--- src/rtl/cdt_pkg.sv ---
package cdt_pkg;
  typedef enum logic [2:0] {
    SEL_CTRL = 3'd0,
    SEL_CMP  = 3'd1,
    SEL_REL  = 3'd2,
    SEL_OFS  = 3'd3
  } cdt_sel_e;

  typedef struct packed {
    logic mask;
    logic en;
  } cdt_ctrl_t;
endpackage

--- src/rtl/cdt_ctrl_reg.sv ---
module cdt_ctrl_reg
  import cdt_pkg::*;
#(
  parameter int DATA_W = 64
) (
  input  logic              clk,
  input  logic              rst_n,
  input  logic              wr_en,
  input  logic [2:0]        wr_sel,
  input  logic [DATA_W-1:0] wr_data,
  output cdt_ctrl_t         ctrl_q
);
  logic hit;
  assign hit = wr_en && (wr_sel == SEL_CTRL);

  always_ff @(posedge clk) begin
    if (!rst_n) begin
      ctrl_q <= '0;
    end else if (hit) begin
      ctrl_q.en   <= wr_data[0];
      ctrl_q.mask <= wr_data[1];
    end
  end
endmodule

--- src/rtl/cdt_match.sv ---
module cdt_match #(
  parameter int CNT_W = 64,
  parameter int REL_W = 32
) (
  input  logic [CNT_W-1:0] sys_count,
  input  logic [CNT_W-1:0] ofs_q,
  input  logic [CNT_W-1:0] cmp_q,
  input  logic             en,
  output logic [CNT_W-1:0] vcount,
  output logic [REL_W-1:0] rel_view,
  output logic             cond_met
);
  function automatic logic [CNT_W-1:0] virt_of(input logic [CNT_W-1:0] phys,
                                               input logic [CNT_W-1:0] ofs);
    return phys - ofs;
  endfunction

  function automatic logic [REL_W-1:0] dist_of(input logic [CNT_W-1:0] cmp,
                                               input logic [CNT_W-1:0] cnt);
    logic [CNT_W-1:0] diff;
    diff = cmp - cnt;
    return diff[REL_W-1:0];
  endfunction

  function automatic logic reached(input logic [CNT_W-1:0] cnt,
                                   input logic [CNT_W-1:0] cmp);
    return cnt >= cmp;
  endfunction

  assign vcount   = virt_of(sys_count, ofs_q);
  assign rel_view = dist_of(cmp_q, vcount);
  assign cond_met = en && reached(vcount, cmp_q);
endmodule

--- src/rtl/cdt_deadline_reg.sv ---
module cdt_deadline_reg
  import cdt_pkg::*;
#(
  parameter int CNT_W      = 64,
  parameter int REL_W      = 32,
  parameter bit HAS_OFFSET = 1'b1
) (
  input  logic             clk,
  input  logic             rst_n,
  input  logic             wr_en,
  input  logic [2:0]       wr_sel,
  input  logic [CNT_W-1:0] wr_data,
  input  logic [CNT_W-1:0] vcount,
  output logic [CNT_W-1:0] cmp_q,
  output logic [CNT_W-1:0] ofs_q
);
  localparam int EXT_W = CNT_W - REL_W;

  function automatic logic [CNT_W-1:0] rel_to_abs(input logic [CNT_W-1:0] cnt,
                                                  input logic [REL_W-1:0] rel);
    return cnt + {{EXT_W{rel[REL_W-1]}}, rel};
  endfunction

  logic cmp_hit, rel_hit, ofs_hit;
  assign cmp_hit = wr_en && (wr_sel == SEL_CMP);
  assign rel_hit = wr_en && (wr_sel == SEL_REL);
  assign ofs_hit = wr_en && (wr_sel == SEL_OFS);

  always_ff @(posedge clk) begin
    if (!rst_n) begin
      cmp_q <= '0;
    end else if (cmp_hit) begin
      cmp_q <= wr_data;
    end else if (rel_hit) begin
      cmp_q <= rel_to_abs(vcount, wr_data[REL_W-1:0]);
    end
  end

  generate
    if (HAS_OFFSET) begin : g_ofs
      always_ff @(posedge clk) begin
        if (!rst_n) ofs_q <= '0;
        else if (ofs_hit) ofs_q <= wr_data;
      end
    end else begin : g_no_ofs
      assign ofs_q = '0;
    end
  endgenerate
endmodule

--- src/rtl/cmp_deadline_timer.sv ---
module cmp_deadline_timer
  import cdt_pkg::*;
#(
  parameter int CNT_W      = 64,
  parameter int REL_W      = 32,
  parameter bit HAS_OFFSET = 1'b1
) (
  input  logic             clk,
  input  logic             rst_n,
  input  logic [CNT_W-1:0] sys_count,
  input  logic             wr_en,
  input  logic [2:0]       wr_sel,
  input  logic [CNT_W-1:0] wr_data,
  input  logic [2:0]       rd_sel,
  output logic [CNT_W-1:0] rd_data,
  output logic             irq
);
  localparam int CTRL_PAD = CNT_W - 3;
  localparam int REL_PAD  = CNT_W - REL_W;

  cdt_ctrl_t        ctrl_q;
  logic [CNT_W-1:0] cmp_q, ofs_q, vcount;
  logic [REL_W-1:0] rel_view;
  logic             cond_met;
  logic             fire_next;

  cdt_ctrl_reg #(.DATA_W(CNT_W)) u_ctrl (
    .clk(clk), .rst_n(rst_n), .wr_en(wr_en), .wr_sel(wr_sel),
    .wr_data(wr_data), .ctrl_q(ctrl_q)
  );

  cdt_deadline_reg #(.CNT_W(CNT_W), .REL_W(REL_W), .HAS_OFFSET(HAS_OFFSET)) u_dl (
    .clk(clk), .rst_n(rst_n), .wr_en(wr_en), .wr_sel(wr_sel),
    .wr_data(wr_data), .vcount(vcount), .cmp_q(cmp_q), .ofs_q(ofs_q)
  );

  cdt_match #(.CNT_W(CNT_W), .REL_W(REL_W)) u_match (
    .sys_count(sys_count), .ofs_q(ofs_q), .cmp_q(cmp_q), .en(ctrl_q.en),
    .vcount(vcount), .rel_view(rel_view), .cond_met(cond_met)
  );

  assign fire_next = cond_met && !ctrl_q.mask;

  always_ff @(posedge clk) begin
    if (!rst_n) irq <= 1'b0;
    else        irq <= fire_next;
  end

  always_comb begin
    unique case (rd_sel)
      SEL_CTRL: rd_data = {{CTRL_PAD{1'b0}}, cond_met, ctrl_q.mask, ctrl_q.en};
      SEL_CMP:  rd_data = cmp_q;
      SEL_REL:  rd_data = {{REL_PAD{1'b0}}, rel_view};
      SEL_OFS:  rd_data = ofs_q;
      default:  rd_data = '0;
    endcase
  end
endmodule

--- config.mk ---
export PLATFORM = sky130hd
export DESIGN_NAME = cmp_deadline_timer
export DESIGN_NICKNAME = d
export VERILOG_FILES = /design/src/rtl/cdt_pkg.sv /design/src/rtl/cdt_ctrl_reg.sv /design/src/rtl/cdt_match.sv /design/src/rtl/cdt_deadline_reg.sv /design/src/rtl/cmp_deadline_timer.sv
export SDC_FILE = /design/constraint.sdc
export NUM_CORES = 1
export LEC_CHECK = 0
export ABC_AREA = 0
export BUFFER_PORTS_ARGS = -buffer_cell sky130_fd_sc_hd__buf_2
export CAP_MARGIN = 15
export CORE_MARGIN = 1
export CORE_UTILIZATION = 47
export CTS_BUF_LIST = sky130_fd_sc_hd__clkbuf_4 sky130_fd_sc_hd__clkbuf_8
export DETAILED_ROUTE_END_ITERATION = 8
export GPL_ROUTABILITY_DRIVEN = 0
export PLACE_DENSITY_LB_ADDON = 0.3
export SLEW_MARGIN = 40
export SYNTH_ARGS = -nofsm -noshare
export SYNTH_HDL_FRONTEND = slang
export SYNTH_SLANG_ARGS = --single-unit
export TNS_END_PERCENT = 5
--- constraint.sdc ---
create_clock -name clk -period 11.35 [get_ports clk]
set_clock_uncertainty 0.1 [all_clocks]
set_input_delay 2.27 -clock clk [delete_from_list [all_inputs] [get_ports clk]]
set_output_delay 2.27 -clock clk [all_outputs]
set_load 0.02 [all_outputs]
### Word level (Yosys, flattened, before mapping)

Index checks and enable logic that the tools add are counted.

| storage, ports and cells | value |
|---|---|
| register bits after elaboration | 131 |
| bits in latches | 0 |
| bits in writable memories | 0 |
| ROM bits | 0 |
| input port bits | 137 |
| output and inout bits | 65 |
| word-level logic and storage cells | 28 |
| memories | 0 |

| operators by class | value |
|---|---|
| $add $sub $neg | 3 |
| multiply operators | 0 |
| div/mod/pow operators | 0 |
| order comparisons | 1 |
| eq/ne operators | 6 |
| shifts and indexed selects | 0 |
| muxes and demuxes | 3 |
| bitwise operators | 0 |
| reductions and logical operators | 10 |

Operators by type and width:

| cell | count |
|---|---|
| $pmux 64 s4 | 1 |
| $mux 64 | 2 |
| $add 64x64->64 | 1 |
| $ge 64x64->1 | 1 |
| $sub 64x64->64 | 1 |
| $sub 32x32->32 | 1 |
| $eq 3x2->1 const B | 4 |
| $eq 3x1->1 const B | 2 |
| $logic_and 1x1->1 | 6 |
| $logic_not 3->1 | 2 |
| $reduce_bool 2->1 | 1 |
| $logic_not 1->1 | 1 |

### Depth between registers and ports, before layout

| depth | value |
|---|---|
| depth after elaboration | 4 |
| mapped depth | 26 |
| depth with buffers taken out | 25 |

### By module

Synthesis repeated with hierarchy kept, for this count alone.

| unflattened totals | value |
|---|---|
| cells, all modules | 2,448 |
| area total of the unflattened synthesis | 17,611.9 sq um |

Modules (own cells, without submodules):

| module | times used | cells each | area each (sq um) | sequential area each (sq um) |
|---|---|---|---|---|
| cdt_deadline_reg | 1 | 1,204 | 9,053.7 | 2,562.5 |
| cdt_match | 1 | 1,080 | 7,189.4 | 0.0 |
| cmp_deadline_timer | 1 | 155 | 1,270.0 | 20.0 |
| cdt_ctrl_reg | 1 | 9 | 98.8 | 40.0 |

### Worst setup path before layout

Ideal clock, no wire load.

| timing | value |
|---|---|
| kind | input port to output port |
| start | in sys_count[0] |
| end | out rd_data[25] |
| arrival | 6,683 ps |
| data required time | 8,980 ps |
| path slack | 2,297 ps |
| cell stages on the path | 19 |
| path through | inv_1 ha_1 inv_1 fa_1 a211oi_1 o21ai_0 a21oi_1 xnor2_1 ha_1 a21o_1 a221oi_1 o21ai_1 a31o_4 a2111oi_4 o21bai_1 a21o_1 a2111oi_2 a41oi_1 a211oi_1 |

| between the ends | value |
|---|---|
| longest elaborated chain between the ends | 3 |

RTL lines:

| element | line | text |
|---|---|---|
| from (decl) | cmp_deadline_timer.sv:10 | `input logic [CNT_W-1:0] sys_count,` |
| $sub 64x64->64 | cdt_match.sv:15 | `return phys - ofs;` |
| $sub 32x32->32 | cdt_match.sv:21 | `diff = cmp - cnt;` |
| $pmux 64 s4 | cmp_deadline_timer.sv:50 | `unique case (rd_sel)` |
| to (decl) | cmp_deadline_timer.sv:15 | `output logic [CNT_W-1:0] rd_data,` |

No other way between the ends.

### Final worst setup path

| timing | value |
|---|---|
| start | in sys_count[0] |
| end | out rd_data[2] |

| between the ends | value |
|---|---|
| longest elaborated chain between the ends | 4 |
| elaborated cells between the ends (all ways) | 5 |
| those cells by class | add/sub (2); order compare (1); mux (1); reduce/logical (1) |

RTL lines:

| element | line | text |
|---|---|---|
| $sub 64x64->64 * | cdt_match.sv:15 |  |
| $ge 64x64->1 | cdt_match.sv:27 | `return cnt >= cmp;` |
| $logic_and 1x1->1 | cdt_match.sv:32 | `assign cond_met = en && reached(vcount, cmp_q);` |
| $pmux 64 s4 * | cmp_deadline_timer.sv:50 |  |

Every way passes the cells marked *; elsewhere a longest branch is shown, timed or not.

==> results.txt <==
* Outcome: finished clean
- Startpoint types: input port
- Critical Path Sink Type: output port
* Dominant combinational cell family by area after synthesis: compound AO/OA/AOI/OAI gates
- Of all nets on the critical path, the largest fanout is 4.
- Pin count of the biggest net entering global routing: 84
- Number of H-tree branching levels: 4
- Global routing consumed, over all layers together, between 30% and 40% of the routing resources.
- Most frequent cell after synthesis: sky130_fd_sc_hd__nand2_1
* Required time at the endpoint of the critical path: 8980 ps
- Summed over all nets, the half-perimeter wirelength after detailed placement is 46160 um.
- First-pass GRT wire length: 93040 um
* Mean area per synthesized cell: 7.058 um2
- Max-slew violation total from the final report: 0
- Synthesis produced a netlist with a net count of 2735.
- CTS tree: built
- DRC viols: 0
* Max Cap Viol: 0
- The setup check on the worst reg-to-reg path leaves a slack of approximately 4800 ps.
- Number of hold-repair buffers added at the cts stage: 0
- Period utilization: between 90% and 100%
- Clock Path Buffers: 2
* Clock Pin Slew Worst Setup and Hold Paths: 80 ps
* Area fraction in compound gates after synthesis: 33.53%
* Worst Min Path Start: u_ctrl.ctrl_q[1]
* Area growth, synth to finish: 9.826%
- Multiplexer cells account for 0.9185% of the synthesized area.
* Number of antenna cells inserted: 0
* Largest stage delay, worst path: 650 ps
- Summing internal, switching and leakage power gives 2.172 mW.
* Cell type group with the largest total delay on the critical path: compound AO/OA/AOI/OAI gates
* Number of port buffers: around 200
* Number of unique standard cell types used by synthesis: 86
* Share of async-settable or async-resettable flops after synthesis: 0%
* Antenna violations before repair: 0
- Post-CTS repair changed the size of 0 cells.
- Number of stages on the worst setup path: 24
- Hold slack final: approximately 340 ps
- Post-CTS timing repair inserted 0 buffers for setup.
* Layout cells sized above 1: 10.95%
- The top cell type by area accounts for 16.50% of the synthesized area.
- In this run the critical register-to-register path is captured at u_dl.cmp_q[61].
- Clock sink count: 131
- Number of antenna-violating nets in the routed design: 0
- Launch point of the critical path: sys_count[0]
- At the later pin of the worst-skew pair, clock insertion delay measures 520 ps.
* Critical path class: in -> out
- For this block, the initial DRC count from the detailed router was 1976.
- Row cnt: 68
* Highest ir drop seen on vdd: 0.00009140 V
- The synthesized netlist devotes between 6 and 7% of its cell area to XOR and XNOR gates.
- The total area inside the core boundary comes to 34800 um2.
- Summed over all layers, the global routing overflow is 0.
- Final Net Count: 2841
- Effective utilization at floorplan: 48.15%
* Prevailing post-synth register cell: sky130_fd_sc_hd__dfxtp_1
- Summing the areas of all and, or, nand and nor instances in the mapped netlist gives between 10% and 20% of the synthesized area.
- The synthesized netlist devotes 16.86% of its cell area to adder and majority cells.
- By count the netlist is led by sky130_fd_sc_hd__nand2_1, sky130_fd_sc_hd__a21oi_1, sky130_fd_sc_hd__ha_1.
- Most frequent CP cell: sky130_fd_sc_hd__a21oi_1
* Sequential element share of the synthesized area: roughly 16%
- Sorting the synthesized cells by area gives the leading types as sky130_fd_sc_hd__ha_1, sky130_fd_sc_hd__dfxtp_1, sky130_fd_sc_hd__a21oi_1, sky130_fd_sc_hd__nand2_1, sky130_fd_sc_hd__xnor2_1.
- Counting the fill cells in the layout gives 3458.
- The synthesized design spends more area on one cell type than any other, namely sky130_fd_sc_hd__ha_1.
- Synthesis inferred 131 register bits.
- Setup repair after global routing missed its margin: no
- In this run, synthesis inferred 0 flip-flops with an integrated enable.
* Post-synthesis instance area: 16760 um2
- For this run, the detailed router's first-pass iteration total came to 8.
- Arrival time of data at the critical path endpoint: 8250 ps
- Detailed-route vias per instance: roughly 6.3
* Cell at the slowest stage of the critical path: sky130_fd_sc_hd__a221oi_1
- The worst pin sits at a relative slew slack of 41.21%.
- In this run the critical register-to-register path is launched from u_dl.ofs_q[0].
- Leakage Power: roughly 7.8 nW
- Post-layout minimum cycle time: 10620 ps
- At the pin with the least slew margin, the transition time is 878.5 ps.
- Yosys warnings: 0
* Clock Tree Root: sky130_fd_sc_hd__clkbuf_8
* Setup TNS after final layout: 0 ps
* DR vias: 18644
- Total power divided by cell area: 118.0 nW/um2
- Final Hold Viols: 0
- Crit path to: rd_data[2]
- Count of endpoints failing setup in the final report: 0
- The number of global-route vias before repair is between 15000 and 20000.
- Maximum clock frequency: 0.09414 GHz
* Area of the die: 36410 um2
* Ordered cell list for the critical path: buf_2, inv_1, ha_1, inv_1, fa_1, a211oi_1, o21ai_0, a21oi_1, o22ai_1, nor3_1, o21bai_1, a21oi_1, xnor2_1, ha_1, or3_1, o21ai_0, a21oi_1, a221oi_1, o211ai_1, o31ai_1, a21oi_1, nor3_1, a21oi_1, buf_2
* CP bufs+invs: 4
* Horizontal die dimension: between 150 and 200 um
* Die Y-Extent: around 190 um
- Cell depth of the worst flop-to-flop path: 20
* Cells after Synth: 2374
* Class of the most critical hold timing path: reg -> reg
* Detailed Route WL: 60350 um
* Routed length per instance: 20.47 um
- In this run the count of I/O pins placed on the die edge is 202.
* Cts bufs inserted: 17
==> worst register-to-register path: cells and delay by family, from the launching register on <==
kind            cells  cell delay [ps]
buf+inv             1               70
fa+ha+maj           3              920
mux                 1              150
xor+xnor            1              190
compound gates      9             2960
simple gates        5             1710
flops               1              340
==> through the flow <==
| step | std cells | setup WS [ps] | util, % | cell area, um2 |
|---|---|---|---|---|
| floorplan | 2374 | 2297 | - | 16760 |
| global placement | 2915 | 1061 | 51.54 | 17930 |
| detailed placement | 2915 | 988.8 | 51.57 | 17950 |
| CTS | 2947 | 945.1 | 52.84 | 18390 |
| global route | 2948 | 572.2 | 52.88 | 18400 |
| finish | 2948 | 727.1 | 52.88 | 18400 |
==> layout make-up <==
class | instances | area [um2] | area share (%)
multi-input combinational | 1917 | 12910 | 70.15
sequential | 131 | 2623 | 14.25
timing repair buffer | 213 | 1107 | 6.017
inverter | 200 | 752.0 | 4.086
tap | 455 | 569.3 | 3.094
clock buffer | 20 | 262.8 | 1.428
clock inverter | 12 | 178.9 | 0.9723
==> cell families after synthesis <==
family	count (synthesis)
xor gates and xnor gates	131
and+or+nand+nor	683
AOI/OAI and AO/OA	865
DFF	131
muxes	14
adders and majority gates	224
buffers and inverters	326
==> cell usage in the layout (no fill, tap or decap), drive strengths merged, types with 19 or more instances in the layout <==
master / n
o21a: 19
buf: 212
a21o: 73
a221oi: 37
a211oi: 44
nor3: 31
inv: 201
nand4: 32
dfxtp: 131
a31oi: 25
xor2: 44
nor2b: 23
a21oi: 301
nand3: 45
nand2b: 21
nor2: 136
nand2: 308
clkbuf: 21
o21bai: 30
a22oi: 24
and3: 19
ha: 221
xnor2: 87
a22o: 32
o21ai: 143
==> report_power, final <==
| part | total (mW) | internal, mW | leakage (nW) | switching (mW) |
|---|---|---|---|---|
| clock network | 0.479 | 0.251 | 0.217 | 0.228 |
| registers | 0.502 | 0.481 | 1.07 | 0.0212 |
| logic | 1.19 | 0.457 | 6.47 | 0.734 |
| total | 2.17 | 1.19 | 7.76 | 0.983 |
==> sequential cells by signal, summed over array words and instances (netlist names) <==
| signal | flops |
|---|---|
| u_ctrl.ctrl_q | 2 |
| irq | 1 |
| u_dl.cmp_q | 64 |
| u_dl.ofs_q | 64 |
==> worst min path at each step <==
stage / endpoint / slack [ps] / cells past startpoint
global route: irq / 370 / 1
floorplan: irq / 320 / 1
detailed placement: irq / 330 / 1
CTS: irq / 350 / 1
global placement: irq / 340 / 1
finish: irq / 340 / 1
==> routing by layer <==
metal	up-vias	routed length (um)	part of all wire (%)	track usage [%]
met1	8678	25860	43	43.56
met5	-	0	0	0
met2	1032	26310	44	50.32
met4	0	2219	3.7	12.80
li1	8771	-	-	-
met3	163	5956	9.9	6.312
Note: power is estimated with default switching activity, not from simulation.
